## src/rtl/ssadc_pkg.sv

```systemverilog
package ssadc_pkg;
   localparam int CFG_W  = 8;
   localparam int LEN_W  = 5;
   localparam int RX_W   = 16;
   localparam int WORD_W = 16;

   typedef struct packed {
      logic             rsvd;
      logic             go;
      logic             smp_on;
      logic [LEN_W-1:0] clocks;
      logic [CFG_W-1:0] setup;
   } ctrl_word_t;

   typedef enum logic [1:0] {
      ST_IDLE  = 2'd0,
      ST_SYNC  = 2'd1,
      ST_SHIFT = 2'd2
   } eng_state_t;
endpackage

```

## src/rtl/ssadc_tick.sv

```systemverilog
module ssadc_tick #(
   parameter int HALF = 2
) (
   input  logic clk,
   input  logic rst_n,
   input  logic clr,
   input  logic en,
   output logic tick
);
   localparam int CW = (HALF < 2) ? 1 : $clog2(HALF);
   localparam logic [CW-1:0] LAST = CW'(HALF - 1);

   generate
      if (HALF < 1) begin : g_bad_half
         $error("ssadc_tick: HALF must be at least 1");
      end
   endgenerate

   logic [CW-1:0] cnt;

   always_ff @(posedge clk or negedge rst_n) begin
      if (!rst_n) begin
         cnt <= '0;
      end else if (clr) begin
         cnt <= '0;
      end else if (en) begin
         cnt <= (cnt == LAST) ? '0 : cnt + 1'b1;
      end
   end

   assign tick = en && (cnt == LAST);
endmodule

```

## src/rtl/ssadc_engine.sv

```systemverilog
module ssadc_engine
   import ssadc_pkg::*;
(
   input  logic             clk,
   input  logic             rst_n,
   input  logic             start,
   input  logic [CFG_W-1:0] setup,
   input  logic [LEN_W-1:0] clocks,
   input  logic             tick,
   input  logic             sdi,
   output logic             busy,
   output logic             sync,
   output logic             sclk,
   output logic             sdo,
   output logic             finish,
   output logic [RX_W-1:0]  rx
);
   eng_state_t       state;
   logic [CFG_W-1:0] tx;
   logic [LEN_W-1:0] left;
   logic             sclk_q;

   assign finish = (state == ST_SHIFT) && tick && sclk_q && (left == '0);

   always_ff @(posedge clk or negedge rst_n) begin
      if (!rst_n) begin
         state  <= ST_IDLE;
         tx     <= '0;
         left   <= '0;
         sclk_q <= 1'b0;
         rx     <= '0;
      end else begin
         unique case (state)
            ST_IDLE: begin
               if (start) begin
                  tx     <= setup;
                  left   <= clocks;
                  sclk_q <= 1'b0;
                  state  <= ST_SYNC;
               end
            end
            ST_SYNC: begin
               if (tick) state <= ST_SHIFT;
            end
            ST_SHIFT: begin
               if (tick) begin
                  if (!sclk_q) begin
                     sclk_q <= 1'b1;
                     rx     <= {rx[RX_W-2:0], sdi};
                     left   <= left - 1'b1;
                  end else begin
                     sclk_q <= 1'b0;
                     if (left == '0) begin
                        state <= ST_IDLE;
                        tx    <= '0;
                     end else begin
                        tx <= {tx[CFG_W-2:0], 1'b0};
                     end
                  end
               end
            end
            default: state <= ST_IDLE;
         endcase
      end
   end

   assign busy = (state != ST_IDLE);
   assign sync = (state == ST_SYNC);
   assign sclk = sclk_q;
   assign sdo  = busy && tx[CFG_W-1];
endmodule

```

## src/rtl/ssadc_hostreg.sv

```systemverilog
module ssadc_hostreg
   import ssadc_pkg::*;
(
   input  logic              clk,
   input  logic              rst_n,
   input  logic              wr_en,
   input  logic [WORD_W-1:0] wr_data,
   input  logic              rd_en,
   input  logic              busy,
   input  logic              finish,
   input  logic              smp_tick,
   output logic              start,
   output logic [CFG_W-1:0]  setup,
   output logic [LEN_W-1:0]  clocks,
   output logic              smp_en,
   output logic              smpclk,
   output logic              irq
);
   ctrl_word_t w;
   logic       accept;

   assign w      = ctrl_word_t'(wr_data);
   assign accept = wr_en && !busy;
   assign start  = accept && w.go && (w.clocks != '0);
   assign setup  = w.setup;
   assign clocks = w.clocks;

   always_ff @(posedge clk or negedge rst_n) begin
      if (!rst_n) begin
         smp_en <= 1'b0;
         smpclk <= 1'b0;
         irq    <= 1'b0;
      end else begin
         if (accept) smp_en <= w.smp_on;
         if (!smp_en)       smpclk <= 1'b0;
         else if (smp_tick) smpclk <= ~smpclk;
         if (finish)     irq <= 1'b1;
         else if (rd_en) irq <= 1'b0;
      end
   end
endmodule

```

## src/rtl/ssadc_master.sv

```systemverilog
module ssadc_master
   import ssadc_pkg::*;
#(
   parameter int SHIFT_HALF = 2,
   parameter int SMP_HALF   = 3
) (
   input  logic              clk,
   input  logic              rst_n,
   input  logic              wr_en,
   input  logic [WORD_W-1:0] wr_data,
   input  logic              rd_en,
   output logic [RX_W-1:0]   rd_data,
   output logic              busy_o,
   output logic              eot_irq_o,
   output logic              sclk_o,
   output logic              sync_o,
   output logic              sdo_o,
   input  logic              sdi_i,
   output logic              smpclk_o
);
   generate
      if (SHIFT_HALF < 1 || SMP_HALF < 1) begin : g_bad_div
         $error("ssadc_master: divider halves must be at least 1");
      end
      if ($bits(ctrl_word_t) != WORD_W) begin : g_bad_word
         $error("ssadc_master: control word layout does not fill the port");
      end
   endgenerate

   logic             start, finish, shift_tick, smp_tick, smp_en;
   logic [CFG_W-1:0] setup;
   logic [LEN_W-1:0] clocks;

   ssadc_tick #(.HALF(SHIFT_HALF)) u_shift_div (
      .clk(clk), .rst_n(rst_n), .clr(start), .en(busy_o), .tick(shift_tick)
   );

   ssadc_tick #(.HALF(SMP_HALF)) u_smp_div (
      .clk(clk), .rst_n(rst_n), .clr(!smp_en), .en(smp_en), .tick(smp_tick)
   );

   ssadc_hostreg u_reg (
      .clk(clk), .rst_n(rst_n), .wr_en(wr_en), .wr_data(wr_data),
      .rd_en(rd_en), .busy(busy_o), .finish(finish), .smp_tick(smp_tick),
      .start(start), .setup(setup), .clocks(clocks), .smp_en(smp_en),
      .smpclk(smpclk_o), .irq(eot_irq_o)
   );

   ssadc_engine u_eng (
      .clk(clk), .rst_n(rst_n), .start(start), .setup(setup), .clocks(clocks),
      .tick(shift_tick), .sdi(sdi_i), .busy(busy_o), .sync(sync_o),
      .sclk(sclk_o), .sdo(sdo_o), .finish(finish), .rx(rd_data)
   );
endmodule

```

## config.mk

```make
export PLATFORM = sky130hd
export DESIGN_NAME = ssadc_master
export DESIGN_NICKNAME = d
export VERILOG_FILES = /design/src/rtl/ssadc_pkg.sv /design/src/rtl/ssadc_tick.sv /design/src/rtl/ssadc_engine.sv /design/src/rtl/ssadc_hostreg.sv /design/src/rtl/ssadc_master.sv
export SDC_FILE = /design/constraint.sdc
export NUM_CORES = 1
export LEC_CHECK = 0
export ABC_AREA = 1
export CORE_MARGIN = 5
export CORE_UTILIZATION = 30
export DETAILED_ROUTE_END_ITERATION = 6
export GPL_TIMING_DRIVEN = 0
export PLACE_DENSITY_LB_ADDON = 0.2
export SLEW_MARGIN = 15
export SYNTH_ARGS = -nofsm -noshare
export SYNTH_HDL_FRONTEND = slang
export SYNTH_HIERARCHICAL = 1
export SYNTH_SLANG_ARGS = --single-unit
```

## constraint.sdc

```tcl
create_clock -name clk -period 2.7 [get_ports clk]
set_input_delay 0.27 -clock clk [delete_from_list [all_inputs] [get_ports clk]]
set_output_delay 0.27 -clock clk [all_outputs]
set_load 0.01 [all_outputs]
```

==> metrics, run 1 <==
PortBufs 33; Reg2Reg Setup Slack 0.75 ns; syn nets 281; Slowest Stage Delay on Critical Path 0.38 ns; status complete, no violations; global-route wire length before repair 7.603 mm; Die X between 90 and 100 um; synthesis-to-finish area growth 30.00%; leak pwr 1.325 nW; share of post-route cells with drive strength above 1 15.89%; H-tree levels 2; WP depth 13; Syn Std Cell Area 0.001989 mm2; Place WS 0.7418 ns; most frequent cells in the layout nand2_1 (94), dfrtp_1 (38), clkdlybuf4s50_1 (32); vias in the first global route 1,647; Max VDD drop 0.3335 mV; CTS clk-pin slew, worst paths 0.08 ns; syn_area_per_cell 7.681 um2; fin crit period about 1.9 ns; WP buf/inv 5; Total Neg Setup Slack 0 ns; Yosys warnings 6; crit path launch type flop; Final period util between 70% and 80%; worst r2r path cells 13; Fin. Hold Viols 0; Initial Util 31.15%; dpl hpwl 3.215 mm; Critical Path Source u_eng/state[1]$_DFFE_PN0P_; power density cells a little under 900 mW/mm2; synthesis-stage register bit count 38; Die Y 91.44 um; CTS tree yes; CTS Buffer Depth 2; Pre-Repair DR Iteration Count 4; gr usage total 10.97%; Clock Sinks 38; wire length per cell about 12 um; Worst Path Required 2.89 ns; # rows 29; Yosys cell types 24; FF/Latch Area 950.9 um2; Worst Path Max Fanout 8; cts bufs inserted 5; Worst-Skew Late Latency roughly 0.29 ns; Crit path arrival time 2.13 ns; DRT iter0 DRCs 106; cell family with most CP delay simple AND/OR/NAND/NOR gates; GRT met1 Usage 15.00%; Root Driver clkbuf_8; antenna violations before repair 0; CORE AREA roughly 0.0064 mm2; largest net degree at the start of global routing 22; RSZ-0062 raised after global routing no; nets about 320; Setup Fix Bufs, Post-CTS 0; total wire length 4.456 mm; CP max-delay cell dfrtp_1; Die ar. 0.008360 mm2; max-capacitance violation count 0; Worst-Margin Slew about 0.54 ns; DR DRC count 0; Crit Path Category reg2reg; FMAX 0.5138 GHz; gate count of the mapped netlist approximately 260; met2 Use GR between 15 and 20%; Setup-failing EPs final 0; IO Pins 43; gr busiest metal met2; crit-path cells buf_6 > nor2_4 > inv_1 > inv_2 > nand2_2 > nor2_2 > nand2_1 > inv_1 > nand2_2 > a21oi_4 > inv_4 > nand2_1 > nand2_1; CP endpoint u_eng/tx[5]$_DFFE_PN0P_; headroom to the max-slew limit 63.73%; Top cell by count, worst path nand2_1; Pins Over Slew Limit 0; GRT Residual Overflow 0; worst min path class in2reg; final setup margin 0.7538 ns; clk_skew ~0.0039 ns; reg2reg end u_eng/tx[5]$_DFFE_PN0P_; via/cell ratio 4.361; sequential area share after synthesis 47.80%; crit end category flop; most common cell after layout, fill and taps aside nand2_1; antenna viol nets, final 0; via count 1,653; diodes inserted 0; met3 usage 2.810%; Placer Congestion approximately 0.75; Multi-input gate area 784.5 um2; r2r startpoint u_eng/state[1]$_DFFE_PN0P_; fillers 670
## cell families after synthesis
logic type | synth area share (%)
compound gates | 4.717
fa+ha+maj | 0.6288
buf+inv | 12.77
xor+xnor | 0.4403
flops | 47.80
simple gates | 33.65
## area by class of cell
class	instances	area share (%)
clock inverters	3	2.661
flip-flops and latches	38	36.77
multi-input cells	173	30.33
well taps	77	3.725
plain buffers	21	5.806
clock buffers	5	2.661
repair buffers	35	14.03
inverters	27	4.015
## routing by layer
layer / up-vias / wire length (um)
li1: 872 / -
met1: 745 / 2245
met2: 30 / 1988
met3: 6 / 148
met4: 0 / 74
met5: - / 0
## stage by stage
stage | total power, W | area [um2] | hold WS, ns | instances | utilization (%)
5_1_grt | 0.002447 | 2586 | 0.2257 | 379 | 40.50
2_1_floorplan | 0.001382 | 1989 | -0.02559 | 259 | -
3_3_place_gp | 0.001681 | 2416 | 0.4578 | 369 | 37.83
3_5_place_dp | 0.001704 | 2439 | 0.2878 | 370 | 38.19
4_1_cts | 0.002306 | 2586 | 0.2078 | 379 | 40.50
6_report | 0.002267 | 2586 | 0.2160 | 379 | 40.50
## state kept, by name, summed over array words and instances, names as in the netlist
| name | cells |
|---|---|
| u_eng/tx | 8 |
| u_eng/sclk | 1 |
| u_shift_div/cnt | 1 |
| u_reg/irq | 1 |
| u_eng/state | 2 |
| u_reg/smpclk | 1 |
| u_smp_div/cnt | 2 |
| u_reg/smp_en | 1 |
| u_eng/left | 5 |
| u_eng/rx | 16 |
## synthesized netlist by cell type, drive strengths merged
| library cell | number | share of area (%) |
|---|---|---|
| nand4 | 2 | 0.63 |
| nand3 | 27 | 6.8 |
| ha | 1 | 0.63 |
| o21bai | 1 | 0.38 |
| buf | 19 | 7.2 |
| o21ai | 7 | 1.8 |
| nand2 | 101 | 20 |
| nor2 | 24 | 6.0 |
| inv | 26 | 5.0 |
| xor2 | 1 | 0.44 |
| clkinv | 1 | 0.19 |
| clkbuf | 2 | 0.38 |
| dfrtp | 38 | 48 |
| nor3 | 1 | 0.25 |
| a21oi | 8 | 2.6 |
## worst min-delay path, cell delays in order
cell and delay (ns):
buf_4 0.08, nand3_1 0.06, nand2_1 0.06
## worst min-delay path by stage
stage | start | endpoint | slack, ns | cells past startpoint
floorplan | rst_n | u_eng/left[0]$_DFFE_PN0P_ | -0.03 | 0
global placement | u_eng/tx[1]$_DFFE_PN0P_ | u_eng/tx[1]$_DFFE_PN0P_ | 0.46 | 2
detailed placement | rst_n | u_eng/tx[1]$_DFFE_PN0P_ | 0.29 | 1
CTS | wr_data[0] | u_eng/tx[0]$_DFFE_PN0P_ | 0.21 | 3
global route | wr_data[0] | u_eng/tx[0]$_DFFE_PN0P_ | 0.23 | 3
finish | wr_data[0] | u_eng/tx[0]$_DFFE_PN0P_ | 0.22 | 3
## power by group
| group | switching [W] | total, W | internal [W] |
|---|---|---|---|
| registers | 0.000137 | 0.000891 | 0.000754 |
| logic | 0.000441 | 0.000794 | 0.000352 |
| clock network | 0.000213 | 0.000583 | 0.000370 |
## timing repair
action / 4_1_cts / 5_1_grt
endpoints found under the hold margin: 20 / 0
hold buffers: 1 / 0
resized for setup: 0 / 0
Note: power is estimated with default switching activity, not from simulation.
==> run 2: changes to the inputs <==
Clock period 2.7 ns to 1.62 ns, I/O delays scaled along.
==> run 2 against run 1 <==
Net effect:
- hold slack worse by 0.11 ns
- register-to-register slack worse by 0.74 ns
- worst setup slack worse by 0.74 ns
- critical endpoint is now u_eng/tx[6]$_DFFE_PN0P_
- core utilization is 1.4 points higher
- largest power group unchanged
- non-clock buffer count is 12 higher
- combinational power is 88% higher
- sequential power is 68% higher
- sequential share of layout area is 1.2 points lower
==> metrics, run 2 (synthesized netlist as in run 1, its figures left out) <==
WP buf/inv 4; Pins Over Slew Limit 0; # rows 29; max-capacitance violation count 0; crit-path cells nor2_4 > inv_2 > inv_2 > nand2_2 > nor2_2 > nand2_1 > inv_2 > nand2_4 > a21oi_4 > inv_4 > nand2_1 > nand2_1; Place WS -0.2567 ns; Slowest Stage Delay on Critical Path 0.43 ns; CORE AREA 0.006386 mm2; crit path launch type flop; worst r2r path cells 12; max reg flops 16; largest reg by FF count u_eng/rx; status complete, no violations; most common cell after layout, fill and taps aside nand2_1; Final period util 99.06%; cts bufs inserted 5; Worst-Skew Late Latency 0.28 ns; GRT Residual Overflow 0; biggest regs u_eng/rx (16), u_eng/tx (8), u_eng/left (5); r2r startpoint u_eng/state[1]$_DFFE_PN0P_; CP endpoint u_eng/tx[6]$_DFFE_PN0P_; vias in the first global route approximately 1,700; clk_skew 0.003017 ns; antenna viol nets, final 0; via/cell ratio 4.394; Pre-Repair DR Iteration Count 4; antenna violations before repair 0; CP max-delay cell dfrtp_1; Fin. Hold Viols 0; design area 0.002674 mm2; Critical Path Source u_eng/state[1]$_DFFE_PN0P_; IO Pins 43; Crit path arrival time 1.78 ns; Die Y just over 90 um; worst min path class in2reg; Placer Congestion between 0.7 and 0.8; synthesis-to-finish area growth 34.40%; global-route wire length before repair 7.976 mm; worst hold margin 0.1092 ns; headroom to the max-slew limit 71.43%; Crit Path Category reg2reg; cell family with most CP delay simple AND/OR/NAND/NOR gates; Non-Filler Instances a little under 400; dpl hpwl 3.213 mm; Max VDD drop 0.7598 mV; RSZ-0062 raised after global routing yes; Clock Sinks 38; WP depth 12; Worst Path Max Fanout 8; placed cells 370; via count between 1,500 and 2,000; Root Driver clkbuf_8; largest net degree at the start of global routing 25; DRT iter0 DRCs 71; FMAX 0.6231 GHz; Initial Util 31.15%; Die ar. 0.008360 mm2; Worst-Margin Slew 0.4285 ns; Die X 91.44 um; diodes inserted 0; H-tree levels 2; Area after DPL 0.002431 mm2; CTS Buffer Depth 2; PortBufs 33; crit end category flop; Reg2Reg Setup Slack ~0.015 ns; CTS clk-pin slew, worst paths 0.07 ns; CTS tree yes; fin crit period 1.605 ns; total wire length 4.652 mm; total power draw 0.003618 W; Setup-failing EPs final 0; DR DRC count 0; reg2reg end u_eng/tx[6]$_DFFE_PN0P_; leak pwr 1.374 nW; Worst Path Required 1.80 ns; power density cells around 1400 mW/mm2; nets around 340; gr usage total approximately 12%; final setup margin roughly 0.015 ns; wire length per cell approximately 12 um; share of post-route cells with drive strength above 1 24.20%; most frequent cells in the layout nand2_1 (87), dfrtp_1 (37), clkdlybuf4s50_1 (29)
## run 2: worst reg2reg max path: stages, from the launching register on
cell     delay, ns
dfrtp_1       0.43
nor2_4        0.15
inv_2         0.07
inv_2         0.06
nand2_2       0.05
nor2_2        0.08
nand2_1       0.06
inv_2         0.11
nand2_4       0.09
a21oi_4       0.20
inv_4         0.10
nand2_1       0.07
nand2_1       0.05
## run 2: cell type report
type	instances	area, um2
Fill cell	657	3712
Timing Repair Buffer	49	464.2
Tap cell	77	96.34
Clock buffer	5	68.82
Multi-Input combinational cell	174	843.3
Buffer	19	135.1
Inverter	27	103.9
Sequential cell	38	952.2
Clock inverter	2	10.01
## run 2: metal layers
layer,track usage (%),wire length [um],vias to the layer above
li1,-,-,895
met1,14.98,2202,786
met2,18.14,2180,33
met3,3.554,197,4
met4,4.401,72,0
met5,0,0,-
## run 2: how the worst min path moves through the flow
stage / startpoint / endpoint / cells past startpoint / slack, ns
after floorplan: rst_n / u_eng/left[0]$_DFFE_PN0P_ / 0 / -0.13
after global placement: wr_data[0] / u_eng/tx[0]$_DFFE_PN0P_ / 3 / 0.41
after detailed placement: rst_n / u_eng/tx[5]$_DFFE_PN0P_ / 1 / 0.10
after CTS: wr_data[0] / u_eng/tx[0]$_DFFE_PN0P_ / 3 / 0.10
after global routing: wr_data[0] / u_eng/tx[0]$_DFFE_PN0P_ / 3 / 0.11
final: wr_data[0] / u_eng/tx[0]$_DFFE_PN0P_ / 3 / 0.11
## run 2: through the flow
stage                     util, %  setup TNS [ns]
final                       41.87               0
after global routing        41.87          -1.708
after CTS                   41.05         -0.3161
after detailed placement    38.07          -3.973
after global placement      37.83          -29.50
after floorplan                 -               0
## run 2: what timing repair did
item	4_1_cts	5_1_grt
gates cloned	0	1
gates resized for setup	12	11
hold endpoints to repair	14	0
setup buffers	11	3
endpoints found under the setup margin	30	28
pin swaps	5	9
hold buffers	1	0
## run 2: where the power goes
| part | switching (W) | total (W) | internal [W] |
|---|---|---|---|
| logic | 0.000800 | 0.00149 | 0.000695 |
| clock network | 0.000330 | 0.000619 | 0.000289 |
| registers | 0.000244 | 0.00150 | 0.00126 |
==> run 3: changes to the inputs <==
Settings changed: MAX_ROUTING_LAYER from default to met4.
==> run 3 against run 2 <==
Net effect:
- global-route usage increased by 0.40 points
- critical path depth is the same
- maximum frequency is 0.19% higher
- via count down 0.12%
- wire length is 0.13% lower
- register-to-register slack about the same
- count of clock-buffer cells in the layout unchanged
- first-iteration DRC count grew 11%
- cell area did not move
- critical endpoint unchanged
- largest cell class unchanged
- highest routed layer unchanged
==> metrics, run 3 (synthesized netlist as in run 1, its figures left out) <==
Worst Path Max Fanout 8; crit path launch type flop; Die Y 91.44 um; IO Pins 43; Worst Path Required ~1.8 ns; via count 1,716; CTS Buffer Depth 2; CORE AREA roughly 0.0064 mm2; Crit Path Category reg2reg; power density cells 1353 mW/mm2; CTS tree yes; headroom to the max-slew limit 71.71%; vias in the first global route 1,719; reg2reg end u_eng/tx[6]$_DFFE_PN0P_; Setup-failing EPs final 0; status complete, no violations; via/cell ratio 4.389; GRT Residual Overflow 0; H-tree levels 2; FMAX 0.6244 GHz; antenna violations before repair 0; share of post-route cells with drive strength above 1 24.20%; fin crit period 1.602 ns; Reg2Reg Setup Slack around 0.018 ns; worst min path class in2reg; P_int 0.002244 W; wire length per cell 11.88 um; worst hold margin approximately 0.11 ns; Placer Congestion 0.7715; Clock Sinks 38; Critical Path Source u_eng/state[1]$_DFFE_PN0P_; antenna viol nets, final 0; combinational power share 41.3%; crit end category flop; Fin. Hold Viols 0; DR DRC count 0; Die ar. 0.008360 mm2; max reg flops 16; leak pwr 1.374 nW; most frequent cells in the layout nand2_1 (87), dfrtp_1 (37), clkdlybuf4s50_1 (29); total power draw 0.003616 W; Crit path arrival time around 1.8 ns; RSZ-0062 raised after global routing yes; global-route wire length before repair roughly 8.0 mm; CP endpoint u_eng/tx[6]$_DFFE_PN0P_; Worst-Skew Late Latency roughly 0.29 ns; Area after DPL 0.002431 mm2; max-capacitance violation count 0; Flop pwr share 41.6%; Sw Ratio 37.96%; PortBufs 33; dpl hpwl approximately 3.2 mm; Worst-Margin Slew 0.4243 ns; clk_skew 0.003410 ns; synthesis-to-finish area growth 34.40%; Pre-Repair DR Iteration Count 4; CTS clk-pin slew, worst paths 0.07 ns; sw power 0.001373 W; Initial Util a little over 30%; placed cells 370; fillers ~660; worst r2r path cells 12; Max VDD drop 0.7582 mV; largest net degree at the start of global routing 25; total wire length 4.646 mm; r2r startpoint u_eng/state[1]$_DFFE_PN0P_; cts bufs inserted 5; Non-Filler Instances 391; Root Driver clkbuf_8; nets 336; # rows 29; biggest regs u_eng/rx (16), u_eng/tx (8), u_eng/left (5); Pins Over Slew Limit 0; Die X a little over 90 um; diodes inserted 0; largest reg by FF count u_eng/rx; DRT iter0 DRCs 79; gr usage total 11.99%; Final period util 98.87%; most common cell after layout, fill and taps aside nand2_1; Clock Power Share 17.1%; design area 0.002674 mm2
run 3: cell counts in the layout (fill, tap and decap cells not counted):
No cell type changed its count.
run 3: area by class of cell:
class                           count  area [um2]  area share, %
Buffer                             19       135.1          5.054
Clock buffer                        5       68.82          2.574
Clock inverter                      2       10.01         0.3744
Inverter                           27       103.9          3.884
Multi-Input combinational cell    174       843.3          31.54
Sequential cell                    38       952.2          35.61
Tap cell                           77       96.34          3.603
Timing Repair Buffer               49       464.2          17.36
run 3: power by group through the flow:
stage	Clock, W	Combinational, W	Sequential [W]
final	0.000617	0.00150	0.00150
after global placement	0	0.00131	0.00150
after floorplan	0	0.000794	0.00151
after CTS	0.000650	0.00144	0.00150
after global routing	0.000688	0.00167	0.00155
after detailed placement	0	0.00133	0.00151
run 3: stage by stage:
stage                     TNS (ns)  setup WS (ns)  util [%]
after floorplan                  0       0.001005         -
after global placement      -29.50        -0.6731     37.83
after detailed placement    -3.973        -0.2567     38.07
after CTS                  -0.3161       -0.03609     41.05
after global routing        -1.709        -0.1273     41.87
final                            0        0.01835     41.87
run 3: routing by layer:
layer	share of wire, %	global-route usage (%)	up-vias
met2	47	18.08	33
met3	3.9	3.636	5
met5	0	-	-
met4	1.6	4.401	0
met1	48	15.14	783
li1	-	-	895
run 3: worst min path at each step:
| stage | cells past startpoint | endpoint | start | slack, ns |
|---|---|---|---|---|
| after floorplan | 0 | u_eng/left[0]$_DFFE_PN0P_ | rst_n | -0.13 |
| after global placement | 3 | u_eng/tx[0]$_DFFE_PN0P_ | wr_data[0] | 0.41 |
| after detailed placement | 1 | u_eng/tx[5]$_DFFE_PN0P_ | rst_n | 0.10 |
| after CTS | 3 | u_eng/tx[0]$_DFFE_PN0P_ | wr_data[0] | 0.10 |
| after global routing | 3 | u_eng/tx[0]$_DFFE_PN0P_ | wr_data[0] | 0.10 |
| final | 3 | u_eng/tx[0]$_DFFE_PN0P_ | wr_data[0] | 0.11 |
run 3: what timing repair did:
item,4_1_cts,5_1_grt
setup endpoints to repair,30,28
hold endpoints to repair,14,0
pin swaps,5,9
buffers inserted,11,3
hold buffers,1,0
cloned,0,1
resized for setup,12,11
run 3: worst max-delay path, cell delays in order, from the launching register on:
cell     delay (ns)
dfrtp_1        0.43
nor2_4         0.15
inv_2          0.07
inv_2          0.06
nand2_2        0.05
nor2_2         0.07
nand2_1        0.06
inv_2          0.11
nand2_4        0.09
a21oi_4        0.20
inv_4          0.10
nand2_1        0.07
nand2_1        0.05
